<file path="config.mk">
export PLATFORM = sky130hd
export DESIGN_NAME = ssc_mod_gen
export DESIGN_NICKNAME = d
export VERILOG_FILES = /design/src/rtl/ssc_pkg.sv /design/src/rtl/ssc_cfg_hold.sv /design/src/rtl/ssc_step_table.sv /design/src/rtl/ssc_sweep_core.sv /design/src/rtl/ssc_mod_gen.sv
export SDC_FILE = /design/constraint.sdc
export NUM_CORES = 1
export LEC_CHECK = 0
export ABC_CLOCK_PERIOD_IN_PS = 16600
export BUFFER_PORTS_ARGS = -buffer_cell sky130_fd_sc_hd__buf_2
export CAP_MARGIN = 5
export CORE_MARGIN = 5
export CORE_UTILIZATION = 57
export CTS_CLUSTER_DIAMETER = 80
export DETAILED_ROUTE_END_ITERATION = 8
export GPL_ROUTABILITY_DRIVEN = 1
export PLACE_DENSITY = 0.87
export SYNTH_ARGS = -nofsm -noshare
export SYNTH_HDL_FRONTEND = slang
export SYNTH_SLANG_ARGS = --single-unit
</file>
<file path="constraint.sdc">
create_clock -name clk -period 16.6 [get_ports clk]
set_input_delay 3.32 -clock clk [delete_from_list [all_inputs] [get_ports clk]]
set_output_delay 3.32 -clock clk [all_outputs]
set_load 0.005 [all_outputs]
</file>
<file path="src/rtl/ssc_pkg.sv">
// Shared types and elaboration-time helpers for the spread-spectrum
// modulation generator. Assumes integer reference and rate frequencies.
package ssc_pkg;

    localparam int DEPTH_W = 3;

    typedef enum logic {
        SPREAD_CENTER = 1'b0,
        SPREAD_DOWN   = 1'b1
    } spread_mode_e;

    typedef enum logic {
        RATE_SLOW = 1'b0,
        RATE_FAST = 1'b1
    } sweep_rate_e;

    typedef struct packed {
        spread_mode_e         mode;
        sweep_rate_e          rate;
        logic [DEPTH_W-1:0]   depth;
    } sweep_cfg_t;

    // Half-period length in reference cycles, forced even so that the
    // center profile can start exactly at mid-span.
    function automatic int half_cycles(input int ref_hz, input int rate_hz);
        return ((ref_hz / rate_hz) / 4) * 2;
    endfunction

    // Full peak-to-peak span in offset LSBs for a depth code.
    function automatic int full_span(input int unit_lsb, input int code);
        return (2 * unit_lsb) << code;
    endfunction

endpackage

</file>
<file path="src/rtl/ssc_cfg_hold.sv">
// Configuration capture. The mode, rate and depth are taken only on the
// edge that starts a sweep, with the depth code saturated to the highest
// legal code. While running, the captured copy drives the datapath.
// Assumes en_i is synchronous to clk.
module ssc_cfg_hold
    import ssc_pkg::*;
#(
    parameter int MAX_CODE = 4
) (
    input  logic       clk,
    input  logic       rst_n,
    input  logic       en_i,
    input  sweep_cfg_t cfg_i,
    output sweep_cfg_t cfg_eff_o,
    output logic       start_o,
    output logic       run_o
);

    localparam logic [DEPTH_W-1:0] MAX_CODE_L = DEPTH_W'(MAX_CODE);

    sweep_cfg_t cfg_q;
    sweep_cfg_t cfg_sat;
    logic       run_q;

    // Saturate the depth code of the incoming configuration.
    always_comb begin
        cfg_sat = cfg_i;
        if (cfg_i.depth > MAX_CODE_L) begin
            cfg_sat.depth = MAX_CODE_L;
        end
    end

    // Start strobe and the configuration the datapath uses this cycle.
    always_comb begin
        start_o   = en_i && !run_q;
        cfg_eff_o = start_o ? cfg_sat : cfg_q;
    end

    // Running flag and captured configuration.
    always_ff @(posedge clk) begin
        if (!rst_n) begin
            run_q <= 1'b0;
            cfg_q <= '0;
        end else begin
            run_q <= en_i;
            if (en_i && !run_q) begin
                cfg_q <= cfg_sat;
            end
        end
    end

    assign run_o = run_q;

endmodule

</file>
<file path="src/rtl/ssc_step_table.sv">
// Elaboration-time step table. For each sweep rate and depth code it holds
// the half period H, the span S, and the integer quotient and remainder of
// S/H. The sweep core uses these to walk the span exactly in H cycles.
// Assumes the depth code on cfg_i is already saturated below NUM_CODES.
module ssc_step_table
    import ssc_pkg::*;
#(
    parameter int REF_HZ       = 25_000_000,
    parameter int RATE_SLOW_HZ = 32_000,
    parameter int RATE_FAST_HZ = 120_000,
    parameter int UNIT_LSB     = 256,
    parameter int NUM_CODES    = 5,
    parameter int P_W          = 14,
    parameter int T_W          = 9
) (
    input  sweep_cfg_t     cfg_i,
    output logic [P_W-1:0] span_o,
    output logic [P_W-1:0] step_q_o,
    output logic [T_W-1:0] step_r_o,
    output logic [T_W-1:0] half_o
);

    logic [P_W-1:0] span_tab [NUM_CODES];
    logic [T_W-1:0] half_tab [2];
    logic [P_W-1:0] q_tab    [2][NUM_CODES];
    logic [T_W-1:0] r_tab    [2][NUM_CODES];

    for (genvar rt = 0; rt < 2; rt++) begin : g_rate
        localparam int HLEN = half_cycles(REF_HZ, (rt == 0) ? RATE_SLOW_HZ : RATE_FAST_HZ);
        assign half_tab[rt] = T_W'(HLEN);
        for (genvar c = 0; c < NUM_CODES; c++) begin : g_code
            localparam int SPAN = full_span(UNIT_LSB, c);
            assign q_tab[rt][c] = P_W'(SPAN / HLEN);
            assign r_tab[rt][c] = T_W'(SPAN % HLEN);
            if (rt == 0) begin : g_span
                assign span_tab[c] = P_W'(SPAN);
            end
        end
    end

    // Select the entry for the active configuration.
    always_comb begin
        span_o   = span_tab[cfg_i.depth];
        half_o   = half_tab[cfg_i.rate];
        step_q_o = q_tab[cfg_i.rate][cfg_i.depth];
        step_r_o = r_tab[cfg_i.rate][cfg_i.depth];
    end

endmodule

</file>
<file path="src/rtl/ssc_sweep_core.sv">
// Triangle sweep engine. It keeps a phase t in [0, H], a position
// p = floor(S*t/H) and the remainder acc = S*t mod H. Each cycle it moves
// t by one step, reversing at 0 and H, so p lands exactly on 0 and S at
// the turnarounds. Assumes S is even and H is even, so the center start
// (t = H/2, p = S/2) has a zero remainder.
module ssc_sweep_core #(
    parameter int P_W = 14,
    parameter int T_W = 9
) (
    input  logic           clk,
    input  logic           rst_n,
    input  logic           en_i,
    input  logic           start_i,
    input  logic           center_i,
    input  logic [P_W-1:0] span_i,
    input  logic [P_W-1:0] step_q_i,
    input  logic [T_W-1:0] step_r_i,
    input  logic [T_W-1:0] half_i,
    output logic [P_W-1:0] pos_o,
    output logic [T_W-1:0] phase_o
);

    logic [T_W-1:0] t_q, t_nx;
    logic [P_W-1:0] p_q, p_nx;
    logic [T_W-1:0] acc_q, acc_nx;
    logic           up_q, going_up;
    logic [T_W:0]   acc_sum;

    // Direction for this step: reverse at the ends of the phase range.
    always_comb begin
        going_up = up_q ? (t_q != half_i) : (t_q == '0);
    end

    // Next phase, position and remainder for one exact step.
    always_comb begin
        acc_sum = {1'b0, acc_q} + {1'b0, step_r_i};
        if (going_up) begin
            t_nx = t_q + 1'b1;
            if (acc_sum >= {1'b0, half_i}) begin
                acc_nx = T_W'(acc_sum - {1'b0, half_i});
                p_nx   = p_q + step_q_i + 1'b1;
            end else begin
                acc_nx = T_W'(acc_sum);
                p_nx   = p_q + step_q_i;
            end
        end else begin
            t_nx = t_q - 1'b1;
            if (acc_q < step_r_i) begin
                acc_nx = acc_q + half_i - step_r_i;
                p_nx   = p_q - step_q_i - 1'b1;
            end else begin
                acc_nx = acc_q - step_r_i;
                p_nx   = p_q - step_q_i;
            end
        end
    end

    // Sweep state: cleared when disabled, loaded on start, stepped otherwise.
    always_ff @(posedge clk) begin
        if (!rst_n || !en_i) begin
            t_q   <= '0;
            p_q   <= '0;
            acc_q <= '0;
            up_q  <= 1'b0;
        end else if (start_i) begin
            t_q   <= center_i ? (half_i >> 1) : half_i;
            p_q   <= center_i ? (span_i >> 1) : span_i;
            acc_q <= '0;
            up_q  <= center_i;
        end else begin
            t_q   <= t_nx;
            p_q   <= p_nx;
            acc_q <= acc_nx;
            up_q  <= going_up;
        end
    end

    assign pos_o   = p_q;
    assign phase_o = t_q;

endmodule

</file>
<file path="src/rtl/ssc_mod_gen.sv">
// Top of the spread-spectrum triangle modulation generator. It captures the
// configuration at sweep start, looks up the exact step for the chosen span
// and rate, runs the triangle engine, and maps the position onto a signed
// offset: centered on zero for center spread, or at or below zero for down
// spread. Assumes the OFS_W signed range covers the largest span.
module ssc_mod_gen
    import ssc_pkg::*;
#(
    parameter int REF_HZ       = 25_000_000,
    parameter int RATE_SLOW_HZ = 32_000,
    parameter int RATE_FAST_HZ = 120_000,
    parameter int UNIT_LSB     = 256,
    parameter int NUM_CODES    = 5,
    parameter int OFS_W        = 16
) (
    input  logic                    clk,
    input  logic                    rst_n,
    input  logic                    en_i,
    input  logic                    mode_i,
    input  logic [2:0]              depth_i,
    input  logic                    rate_i,
    output logic signed [OFS_W-1:0] offset_o,
    output logic                    turn_o
);

    localparam int HALF_SLOW = half_cycles(REF_HZ, RATE_SLOW_HZ);
    localparam int HALF_FAST = half_cycles(REF_HZ, RATE_FAST_HZ);
    localparam int HALF_MAX  = (HALF_SLOW > HALF_FAST) ? HALF_SLOW : HALF_FAST;
    localparam int SPAN_MAX  = full_span(UNIT_LSB, NUM_CODES - 1);
    localparam int P_W       = $clog2(SPAN_MAX + 1);
    localparam int T_W       = $clog2(HALF_MAX + 1);

    sweep_cfg_t     cfg_in, cfg_eff;
    logic           start, run_q;
    logic [P_W-1:0] span, step_q, pos;
    logic [T_W-1:0] step_r, half, phase;
    logic           center;

    // Pack the configuration pins into the shared type.
    always_comb begin
        cfg_in.mode  = spread_mode_e'(mode_i);
        cfg_in.rate  = sweep_rate_e'(rate_i);
        cfg_in.depth = depth_i;
    end

    ssc_cfg_hold #(
        .MAX_CODE (NUM_CODES - 1)
    ) u_hold (
        .clk       (clk),
        .rst_n     (rst_n),
        .en_i      (en_i),
        .cfg_i     (cfg_in),
        .cfg_eff_o (cfg_eff),
        .start_o   (start),
        .run_o     (run_q)
    );

    ssc_step_table #(
        .REF_HZ       (REF_HZ),
        .RATE_SLOW_HZ (RATE_SLOW_HZ),
        .RATE_FAST_HZ (RATE_FAST_HZ),
        .UNIT_LSB     (UNIT_LSB),
        .NUM_CODES    (NUM_CODES),
        .P_W          (P_W),
        .T_W          (T_W)
    ) u_table (
        .cfg_i    (cfg_eff),
        .span_o   (span),
        .step_q_o (step_q),
        .step_r_o (step_r),
        .half_o   (half)
    );

    assign center = (cfg_eff.mode == SPREAD_CENTER);

    ssc_sweep_core #(
        .P_W (P_W),
        .T_W (T_W)
    ) u_core (
        .clk      (clk),
        .rst_n    (rst_n),
        .en_i     (en_i),
        .start_i  (start),
        .center_i (center),
        .span_i   (span),
        .step_q_i (step_q),
        .step_r_i (step_r),
        .half_i   (half),
        .pos_o    (pos),
        .phase_o  (phase)
    );

    // Map the position onto the signed offset and flag the extremes.
    always_comb begin
        logic signed [OFS_W-1:0] pos_s, base_s;
        pos_s  = OFS_W'(pos);
        base_s = center ? OFS_W'(span >> 1) : OFS_W'(span);
        offset_o = run_q ? (pos_s - base_s) : '0;
        turn_o   = run_q && ((phase == '0) || (phase == half));
    end

endmodule

</file>
# Word level (Yosys, flattened, before mapping)
# Memory sizes are Yosys's and may differ from the RTL's.
# Cells that the tools add are included.
# totals
ff_bits	39
latch_bits	0
mem_bits_rw	0
romBits	112
out_inout_bits	17
word_cells	74
memories	1
# mem_list
memory	words	word_bits	rd	rd_clocked_by_memory_dff	write_ports	line_no	source
(name not given)	8	14	1	0	0	ssc_step_table.sv:43	span_o = span_tab[cfg_i.depth];
# op_classes
addsub	12
multipliers	0
div_mod_pow	0
n_lt_le_gt_ge	5
eq_ne	2
n_shift	0
mux	34
bitwise_logic	3
reduce_logical	9
# ops
operator	count
$mux 14	10
$mux 70	2
$mux 9	11
$mux 45	2
$mux 59	1
$bmux 14 s3	1
$mux 41	1
$bmux 9 s3	1
$sub 9x9->9	3
$mux 16	1
$sub 14x14->15	1
$add 14x1->14 const B	1
$add 14x14->14	1
$sub 14x1->14 const B	1
$sub 14x14->14	1
$add 9x9->10	1
$ge 10x9->1	1
$add 9x1->9 const B	1
$add 9x9->9	1
$eq 9x9->1	1
$logic_not 9->1	1
$lt 9x9->1	1
$ne 9x9->1	1
$sub 9x1->9 const B	1
other kinds (13)	18

# Depth between registers and ports, before layout
# Gate-level depths: netlist of the first run.
# logic_depth
ltp_word	15
mapped_depth	27
ltp_nobuf	24

# Modules after synthesis
# A second synthesis of the first run with hierarchy kept.
# hier_totals
hier_cells	997
area_unflattened_um2	7657.3
# modules_own_cells
mod	instances	cells_each	area_per_inst_um2	seq_area_each_um2
ssc_sweep_core	1	759	5796.8	660.6
ssc_mod_gen	1	140	1053.5	0.0
ssc_step_table	1	74	526.8	0.0
ssc_cfg_hold	1	24	280.3	120.1

# Least setup slack after synthesis of the first run
# OpenSTA, ideal clock, no wires.
# synth_path
path_kind	input -> output
startpoint	in en_i
endpoint	out offset_o[15]
arrival_ns	5.861
required_time_ns	13.280
slack_ns	7.419
stages	15
path_buffers	2
path_cell_list	nand2b_1 > buf_2 > nor3b_1 > a21oi_1 > nand2_1 > nor3_1 > ha_1 > inv_1 > fa_1 > a21o_1 > a21oi_1 > nor2b_1 > o21a_1 > nor3_1 > buf_4
# synth_via
elab_chain_cells	9
# synth_rtl
element	line_no	source
start: declaration	ssc_mod_gen.sv:18	input logic en_i,
$logic_and 1x1->1 (*)	ssc_cfg_hold.sv:35	start_o = en_i && !run_q;
$mux 5 (*)	ssc_cfg_hold.sv:36	cfg_eff_o = start_o ? cfg_sat : cfg_q;
$not 3->4 (not written as such)	ssc_step_table.sv:43	
$mem_v2 8x14	-	
$mux 14 (not written as such) (2 in series)	ssc_step_table.sv:43	
$mux 14 (*)	ssc_mod_gen.sv:97	base_s = center ? OFS_W'(span >> 1) : OFS_W'(span);
$sub 14x14->15 (*)	ssc_mod_gen.sv:98	offset_o = run_q ? (pos_s - base_s) : '0;
$mux 16 (*)	ssc_mod_gen.sv:98	
end: declaration	ssc_mod_gen.sv:22	output logic signed [OFS_W-1:0] offset_o,
# Every way passes the cells marked *; elsewhere a longest branch is shown, timed or not. The select of a mux whose other input is x is not followed.

==> impl_metrics.csv, run 1 <==
group,metric,value,unit
sta,tns,0,ns
pwr,clock_power_share,16.2,%
sta,slew-limit-headroom,43.00,%
sta,setup_viol,0,
grt,global_route_wire_length_before_repair,23730,um
pwr,post-layout-total-power,0.5217,mW
clocking,postCtsResizedCells,0,
layout,antenna_cells,0,
synth,ys_seq_elements,39,
clocking,cts_hold_buf,0,
grt,via_count_of_the_first_global_routing_pass,5065,
synth,synth_seq_area_share,14.19,%
pwr,switching_power,0.2393,mW
synth,yosysMostFrequentCell,"sky130_fd_sc_hd__ha_1",
grt,grt_overflow,0,
synth,yosys.area.top_type,"sky130_fd_sc_hd__ha_1",
sta,hold_violations,0,
pwr,powerDensity,89.98,nW/um2
synth,synth.distinct_cells,86,
floorplanning,starting_density,59.01,%
grt,antenna_found_initial,0,
synth,postSynth.asyncResetShare,0,%
synth,synth_top_area_share,15.91,%
sta,final_max_slew_viol_count,0,
clocking,level_count_of_the_clock_h_tree,2,
placement,detailedPlacementHpwl,10970,um
route,post_drt_via_cell_ratio,6.145,
clocking,cts_tree,"done",
synth,yosys-top-cells-area,"sky130_fd_sc_hd__ha_1 16%, sky130_fd_sc_hd__dfxtp_1 14%, sky130_fd_sc_hd__xnor2_1 8.1%",
pwr,share_comb_of_total_power,62.9,%
route,count_of_routing_violations_after_the_opening_detailed_route_iteration,395,
sta,timing.final.crit_share,60.43,%
min_path,worstHoldPathType,"flop to flop",
clocking,insertion_delay,0.30,ns
layout,design.final.nets,801,
layout,areaGrowthSynthToFinish,5.342,%
sta,fin_worst_skew,0.007330,ns
sta,timing.fmax,0.09969,GHz
sta,worstMarginPinSlew,0.8510,ns
clocking,numClockSinks,39,
route,routedWlPerCell,17.14,um
synth,synth-warning-count,0,
critical_path,critical_path_required,13.28,ns
clocking,clockBufferDepth,2,
clocking,clock_pin_slew_reported_for_the_worst_setup_and_hold_paths_after_clock_tree_synthesis,0.09,ns
synth,ys_dominant_reg_cell,"sky130_fd_sc_hd__dfxtp_1",
floorplanning,coreArea,9328,um2
route,drtAntennaViolNets,0,
route,drc_errors,0,
floorplanning,die-width,108.3,um
synth,synth-edff-count,0,
route,drt_first_pass_iters,6,
placement,gp_congestion,0.9558,
pwr,power_report.internal_total,0.2824,mW
pwr,irDropWorstVdd,0.00004444,V
floorplanning,fp.dieH,108.3,um
route,num_vias,5162,
floorplanning,rows,35,
synth,post_synth_instance_area,5504,um2
critical_path,critical_path.startpoint_type,"input pin",
layout,share_of_post_route_cells_with_drive_strength_above_1,9.986,%
synth,synth_area_per_cell,7.863,um2
grt,grt_max_degree,25,
pwr,leakage_power,2.548,nW
synth,synth.top_cells.by_count,"70 x sky130_fd_sc_hd__ha_1, 67 x sky130_fd_sc_hd__nor2_1, 54 x sky130_fd_sc_hd__nand2_1, 51 x sky130_fd_sc_hd__xnor2_1, 46 x sky130_fd_sc_hd__inv_1",
clocking,number_of_cts_inserted_buffers,5,
pwr,seq_power_share,20.9,%
critical_path,critPathArrivalTime,6.71,ns
floorplanning,io-pin-count,25,
floorplanning,floorplan.die_area,11720,um2
clocking,root_buffer,"sky130_fd_sc_hd__clkbuf_8",
route,totalWireLength,14400,um
critical_path,timing.critical_path.to_type,"output pin",
grt,grtUsageTotal,24.82,%
critical_path,crit_path_max_fanout,17,
run_status,status,"complete, no violations",
placement,placement.io_buffers,24,
pwr,switching_share,45.87,%
clocking,post_cts.repair.setup_buffers,0,
sta,rsz0062_at_grt,"false",
sta,period_minus_slack,10.03,ns
synth,syn_nets,791,
job,cap_viol_max_count,0,
synth,synthesis.instances,700,
critical_path,crit_type,"input pin to output pin",
metrics by stage:
stage                     cell area [um2]  instances  hold WS, ns  setup WS [ns]  utilization [%]
after floorplan                      5504        700       0.4442          7.419                -
after global placement               5685        832       0.4698          6.911            60.95
after detailed placement             5685        832       0.4637          6.689            60.95
after CTS                            5798        840       0.4834          6.652            62.16
after global routing                 5798        840       0.4906          6.140            62.16
final                                5798        840       0.4846          6.569            62.16
worst paths after layout:
kind                                                     to  slack (ns)                     from  depth (start not counted)
worst min register to register                         flop        0.48                     flop                          1
worst max-delay path                           offset_o[15]        6.57                     en_i                         14
worst max register to register  u_core.pos_o[12]$_SDFF_PP0_        9.66  u_hold.run_o$_SDFF_PN0_                         22
worst min-delay path                                   flop        0.48                     flop                          1
layout by cell type, fill, tap and decap left out, drive strengths merged, types with 4 or more instances in the layout:
cell / count
ha: 70
nor2: 69
nand2: 55
xnor2: 53
inv: 49
a21oi: 46
dfxtp: 39
o21ai: 30
buf: 26
xor2: 24
nor2b: 21
nor3: 21
a211oi: 18
a21o: 17
nand3: 16
fa: 13
and2: 13
nand2b: 10
nand4: 8
mux2i: 8
o21a: 8
o211ai: 7
a221oi: 6
a31oi: 5
or3: 5
clkbuf: 5
o31ai: 5
nor4: 5
nand3b: 4
and3: 4
nor3b: 4
power by group through the flow:
stage	clock network, mW	logic (mW)	registers, mW
6_report	0.0844	0.328	0.109
5_1_grt	0.0876	0.361	0.110
4_1_cts	0.0841	0.323	0.109
3_5_place_dp	0	0.320	0.111
3_3_place_gp	0	0.306	0.111
2_1_floorplan	0	0.260	0.107
cells by family after synthesis:
logic type / after synthesis / share of synthesized area [%]
and+or+nand+nor: 248 / 23.51
AOI/OAI and AO/OA: 171 / 21.71
adders and majority gates: 83 / 20.64
xor gates and xnor gates: 77 / 12.66
buffers and inverters: 72 / 5.433
DFF: 39 / 14.19
muxes: 10 / 1.864
worst max-delay path, cell delays in order:
cell and delay (ns):
sky130_fd_sc_hd__buf_2 0.12, sky130_fd_sc_hd__nand2b_1 0.47, sky130_fd_sc_hd__nor3b_1 0.12, sky130_fd_sc_hd__a21oi_1 0.59, sky130_fd_sc_hd__inv_1 0.27, sky130_fd_sc_hd__nor3_1 0.29
sky130_fd_sc_hd__o21ai_0 0.14, sky130_fd_sc_hd__ha_1 0.37, sky130_fd_sc_hd__a21o_1 0.19, sky130_fd_sc_hd__a21oi_1 0.17, sky130_fd_sc_hd__nor2b_1 0.09, sky130_fd_sc_hd__o21a_1 0.17
sky130_fd_sc_hd__nor3_1 0.22, sky130_fd_sc_hd__buf_2 0.18
sequential cells by signal (all words and copies together) (netlist names), named ones only:
name	count
u_core.pos_o	14
u_core.phase_o	9
u_core.acc_q	8
u_hold.cfg_q	5
u_core.up_q	1
u_hold.run_o	1
layout make-up:
| class | instances | area (um2) |
|---|---|---|
| inverter | 49 | 183.9 |
| fill | 791 | 3530 |
| timing repair buffer | 26 | 135.1 |
| clock inverter | 3 | 43.79 |
| tap | 129 | 161.4 |
| sequential | 39 | 780.7 |
| clock buffer | 5 | 68.82 |
| multi-input combinational | 589 | 4424 |
per-layer routing:
layer	track usage (%)	wire length, um	vias to the layer above
met5	0	0	-
met4	7.574	276	0
met3	2.209	851	28
met2	45.47	7314	190
met1	30.67	5959	2465
li1	-	-	2479
(Power assumes the default switching activity.)
==> run 2, diff against run 1 <==
--- a/config.mk
+++ b/config.mk
@@ -5,7 +5,8 @@
 export SDC_FILE = /design/constraint.sdc
 export NUM_CORES = 1
 export LEC_CHECK = 0
-export ABC_CLOCK_PERIOD_IN_PS = 16600
+export ABC_AREA = 1
+export ABC_CLOCK_PERIOD_IN_PS = 8180
 export BUFFER_PORTS_ARGS = -buffer_cell sky130_fd_sc_hd__buf_2
 export CAP_MARGIN = 5
 export CORE_MARGIN = 5
@@ -13,7 +14,7 @@
 export CTS_CLUSTER_DIAMETER = 80
 export DETAILED_ROUTE_END_ITERATION = 8
 export GPL_ROUTABILITY_DRIVEN = 1
-export PLACE_DENSITY = 0.87
+export PLACE_DENSITY = 0.89
 export SYNTH_ARGS = -nofsm -noshare
 export SYNTH_HDL_FRONTEND = slang
 export SYNTH_SLANG_ARGS = --single-unit
==> constraint.sdc (replaced) <==
create_clock -name clk -period 8.18 [get_ports clk]
set_input_delay 1.636 -clock clk [delete_from_list [all_inputs] [get_ports clk]]
set_output_delay 1.636 -clock clk [all_outputs]
set_load 0.005 [all_outputs]
==> impl_metrics.csv, run 2 <==
group,metric,value,unit
run_status,status,"complete, no violations",
floorplanning,io-pin-count,25,
layout,filler_cell_count,982,
clocking,post_cts.repair.setup_buffers,0,
synth,syn_nets,1072,
sta,timing.fmax,0.1454,GHz
synth,postSynth.asyncResetShare,0,%
critical_path,reg2regPathDepth,28,
clocking,cts_tree,"done",
grt,via_count_of_the_first_global_routing_pass,6069,
layout,antenna_cells,0,
floorplanning,coreArea,10420,um2
layout,register_area,780.7,um2
route,routedWlPerCell,13.82,um
sta,fin_worst_skew,0.007943,ns
critical_path,critical_path.max_stage_delay,0.42,ns
clocking,clockBufferDepth,2,
pwr,powerDensity,182.5,nW/um2
pwr,leakage_power,3.433,nW
critical_path,cp_slowest_cell,"sky130_fd_sc_hd__nor2_4",
floorplanning,rows,37,
placement,placed_cell_area,6276,um2
synth,synthesis.instances,981,
min_path,worst_hold_path.num_cells,2,
sta,timing.final.crit_share,84.06,%
synth,ys_dominant_reg_cell,"sky130_fd_sc_hd__dfxtp_1",
sta,setup_viol,0,
synth,yosys.area.top_type,"sky130_fd_sc_hd__ha_1",
route,totalWireLength,15610,um
min_path,worstHoldPathType,"flop to flop",
critical_path,crit_path_max_fanout,24,
critical_path,timing.critical_path.to_type,"flop",
synth,synth_area_per_cell,6.236,um2
grt,grt_overflow,0,
synth,post_synth_instance_area,6117,um2
pwr,irDropWorstVdd,0.0001403,V
layout,areaGrowthSynthToFinish,4.050,%
placement,gp_congestion,0.9697,
clocking,insertion_delay,0.30,ns
floorplanning,floorplan.die_area,12900,um2
clocking,number_of_cts_inserted_buffers,5,
clocking,clock_pin_slew_reported_for_the_worst_setup_and_hold_paths_after_clock_tree_synthesis,0.09,ns
route,count_of_routing_violations_after_the_opening_detailed_route_iteration,434,
route,drtAntennaViolNets,0,
sta,worstMarginPinSlew,0.7527,ns
sta,rsz0062_at_grt,"false",
grt,grt_max_degree,34,
critical_path,crit_type,"input pin to flop",
floorplanning,die-width,113.6,um
placement,placement.io_buffers,24,
synth,synth_top_area_share,14.32,%
grt,global_route_wire_length_before_repair,27040,um
sta,hold_violations,0,
floorplanning,starting_density,58.73,%
critical_path,critPathArrivalTime,7.12,ns
synth,yosys-top-cells-area,"sky130_fd_sc_hd__ha_1 14%, sky130_fd_sc_hd__dfxtp_1 13%, sky130_fd_sc_hd__nand2_1 13%",
clocking,postCtsResizedCells,0,
synth,synth.distinct_cells,52,
synth,synth.top_cells.by_count,"207 x sky130_fd_sc_hd__nand2_1, 169 x sky130_fd_sc_hd__inv_1, 80 x sky130_fd_sc_hd__nor2_1, 77 x sky130_fd_sc_hd__nand3_1, 75 x sky130_fd_sc_hd__a21oi_1",
synth,synth-edff-count,0,
placement,detailedPlacementHpwl,12510,um
floorplanning,fp.dieH,113.6,um
critical_path,critical_path_required,8.43,ns
layout,design_area,6365,um2
sta,period_minus_slack,6.876,ns
layout,largest_register_ff_count,14,
route,drt_first_pass_iters,5,
clocking,cts_hold_buf,0,
clocking,root_buffer,"sky130_fd_sc_hd__clkbuf_8",
route,post_drt_via_cell_ratio,5.556,
sta,final_max_slew_viol_count,0,
critical_path,cpMostUsedCell,"sky130_fd_sc_hd__inv_1",
job,cap_viol_max_count,0,
clocking,level_count_of_the_clock_h_tree,2,
layout,area_used_by_multi_input_combinational_logic,4489,um2
layout,share_of_post_route_cells_with_drive_strength_above_1,11.08,%
grt,antenna_found_initial,0,
grt,grtUsageTotal,24.70,%
synth,synth-warning-count,0,
synth,ys_seq_elements,39,
sta,tns,0,ns
layout,most-common-layout-cells,"207 x sky130_fd_sc_hd__nand2_1, 169 x sky130_fd_sc_hd__inv_1, 80 x sky130_fd_sc_hd__nor2_1",
synth,yosysMostFrequentCell,"sky130_fd_sc_hd__nand2_1",
layout,layout.cells.most_common,"sky130_fd_sc_hd__nand2_1",
layout,design.final.nets,1083,
clocking,numClockSinks,39,
route,num_vias,6273,
critical_path,critical_path.startpoint_type,"input pin",
synth,synth_seq_area_share,12.76,%
sta,slew-limit-headroom,49.75,%
route,drc_errors,0,
## run 2: cell types whose count changed in the layout (fill, tap and decap cells not counted), sizes merged, moves of 10 or more
cell and change:
nor2 +27, inv +136, xnor2 -44, nand2 +166
a21oi +33, nand3 +67, a21o -14, and2 -10
o21ai +27, nand2b -10, nor2b -21, a211oi -12
## run 2: logic make-up after synthesis
family | synth area share (%)
flops | 12.76
fa+ha+maj | 18.57
xor+xnor | 4.827
simple gates | 33.12
buf+inv | 13.85
compound gates | 16.87
## run 2: final timing paths
check	startpoint	end	slack, ns
setup / recovery	en_i	u_core.pos_o[2]$_SDFF_PP0_	1.30
hold / removal	flop	flop	0.44
setup reg to reg	u_hold.run_o$_SDFF_PN0_	u_core.pos_o[2]$_SDFF_PP0_	2.08
hold reg to reg	flop	flop	0.44
## run 2: cell type report
cell class / count / area share, %
Inverter: 186 / 11.01
Sequential cell: 39 / 12.27
Tap cell: 136 / 2.673
Timing Repair Buffer: 26 / 2.123
Clock inverter: 3 / 0.3145
Clock buffer: 5 / 1.081
Multi-Input combinational cell: 734 / 70.53
## run 2: routing by layer
layer	part of all wire, %	wire [um]	track usage, %	vias to the layer above
met1	44	6821	32.34	2843
met5	0	0	0	-
met2	47	7288	42.76	225
li1	-	-	-	3160
met4	2.6	410	7.372	0
met3	6.9	1084	2.599	45
## run 2: where the power goes
group	internal, mW	total (mW)	leakage, nW	switching [mW]
combinational	0.276	0.795	3.07	0.519
clock	0.0596	0.141	0.0402	0.0817
sequential	0.205	0.226	0.318	0.0202
## run 2: critical path, delay by kind of cell
family	cells	cell delay (ns)
adder cells (fa/ha/maj)	3	0.93
XOR/XNOR	1	0.23
AO/OA/AOI/OAI	6	1.43
buffers and inverters	11	1.45
AND/OR/NAND/NOR	9	1.43
## run 2: per-stage QoR
| step | hold slack [ns] | instances | util [%] | power, mW | setup slack [ns] |
|---|---|---|---|---|---|
| after floorplan | 0.4085 | 981 | - | 0.8543 | 2.047 |
| after global placement | 0.4271 | 1121 | 60.25 | 0.9912 | 1.360 |
| after detailed placement | 0.4242 | 1121 | 60.25 | 1.009 | 1.107 |
| after CTS | 0.4398 | 1129 | 61.11 | 1.151 | 1.375 |
| after global routing | 0.4549 | 1129 | 61.11 | 1.281 | 0.8106 |
| final | 0.4361 | 1129 | 61.11 | 1.161 | 1.304 |
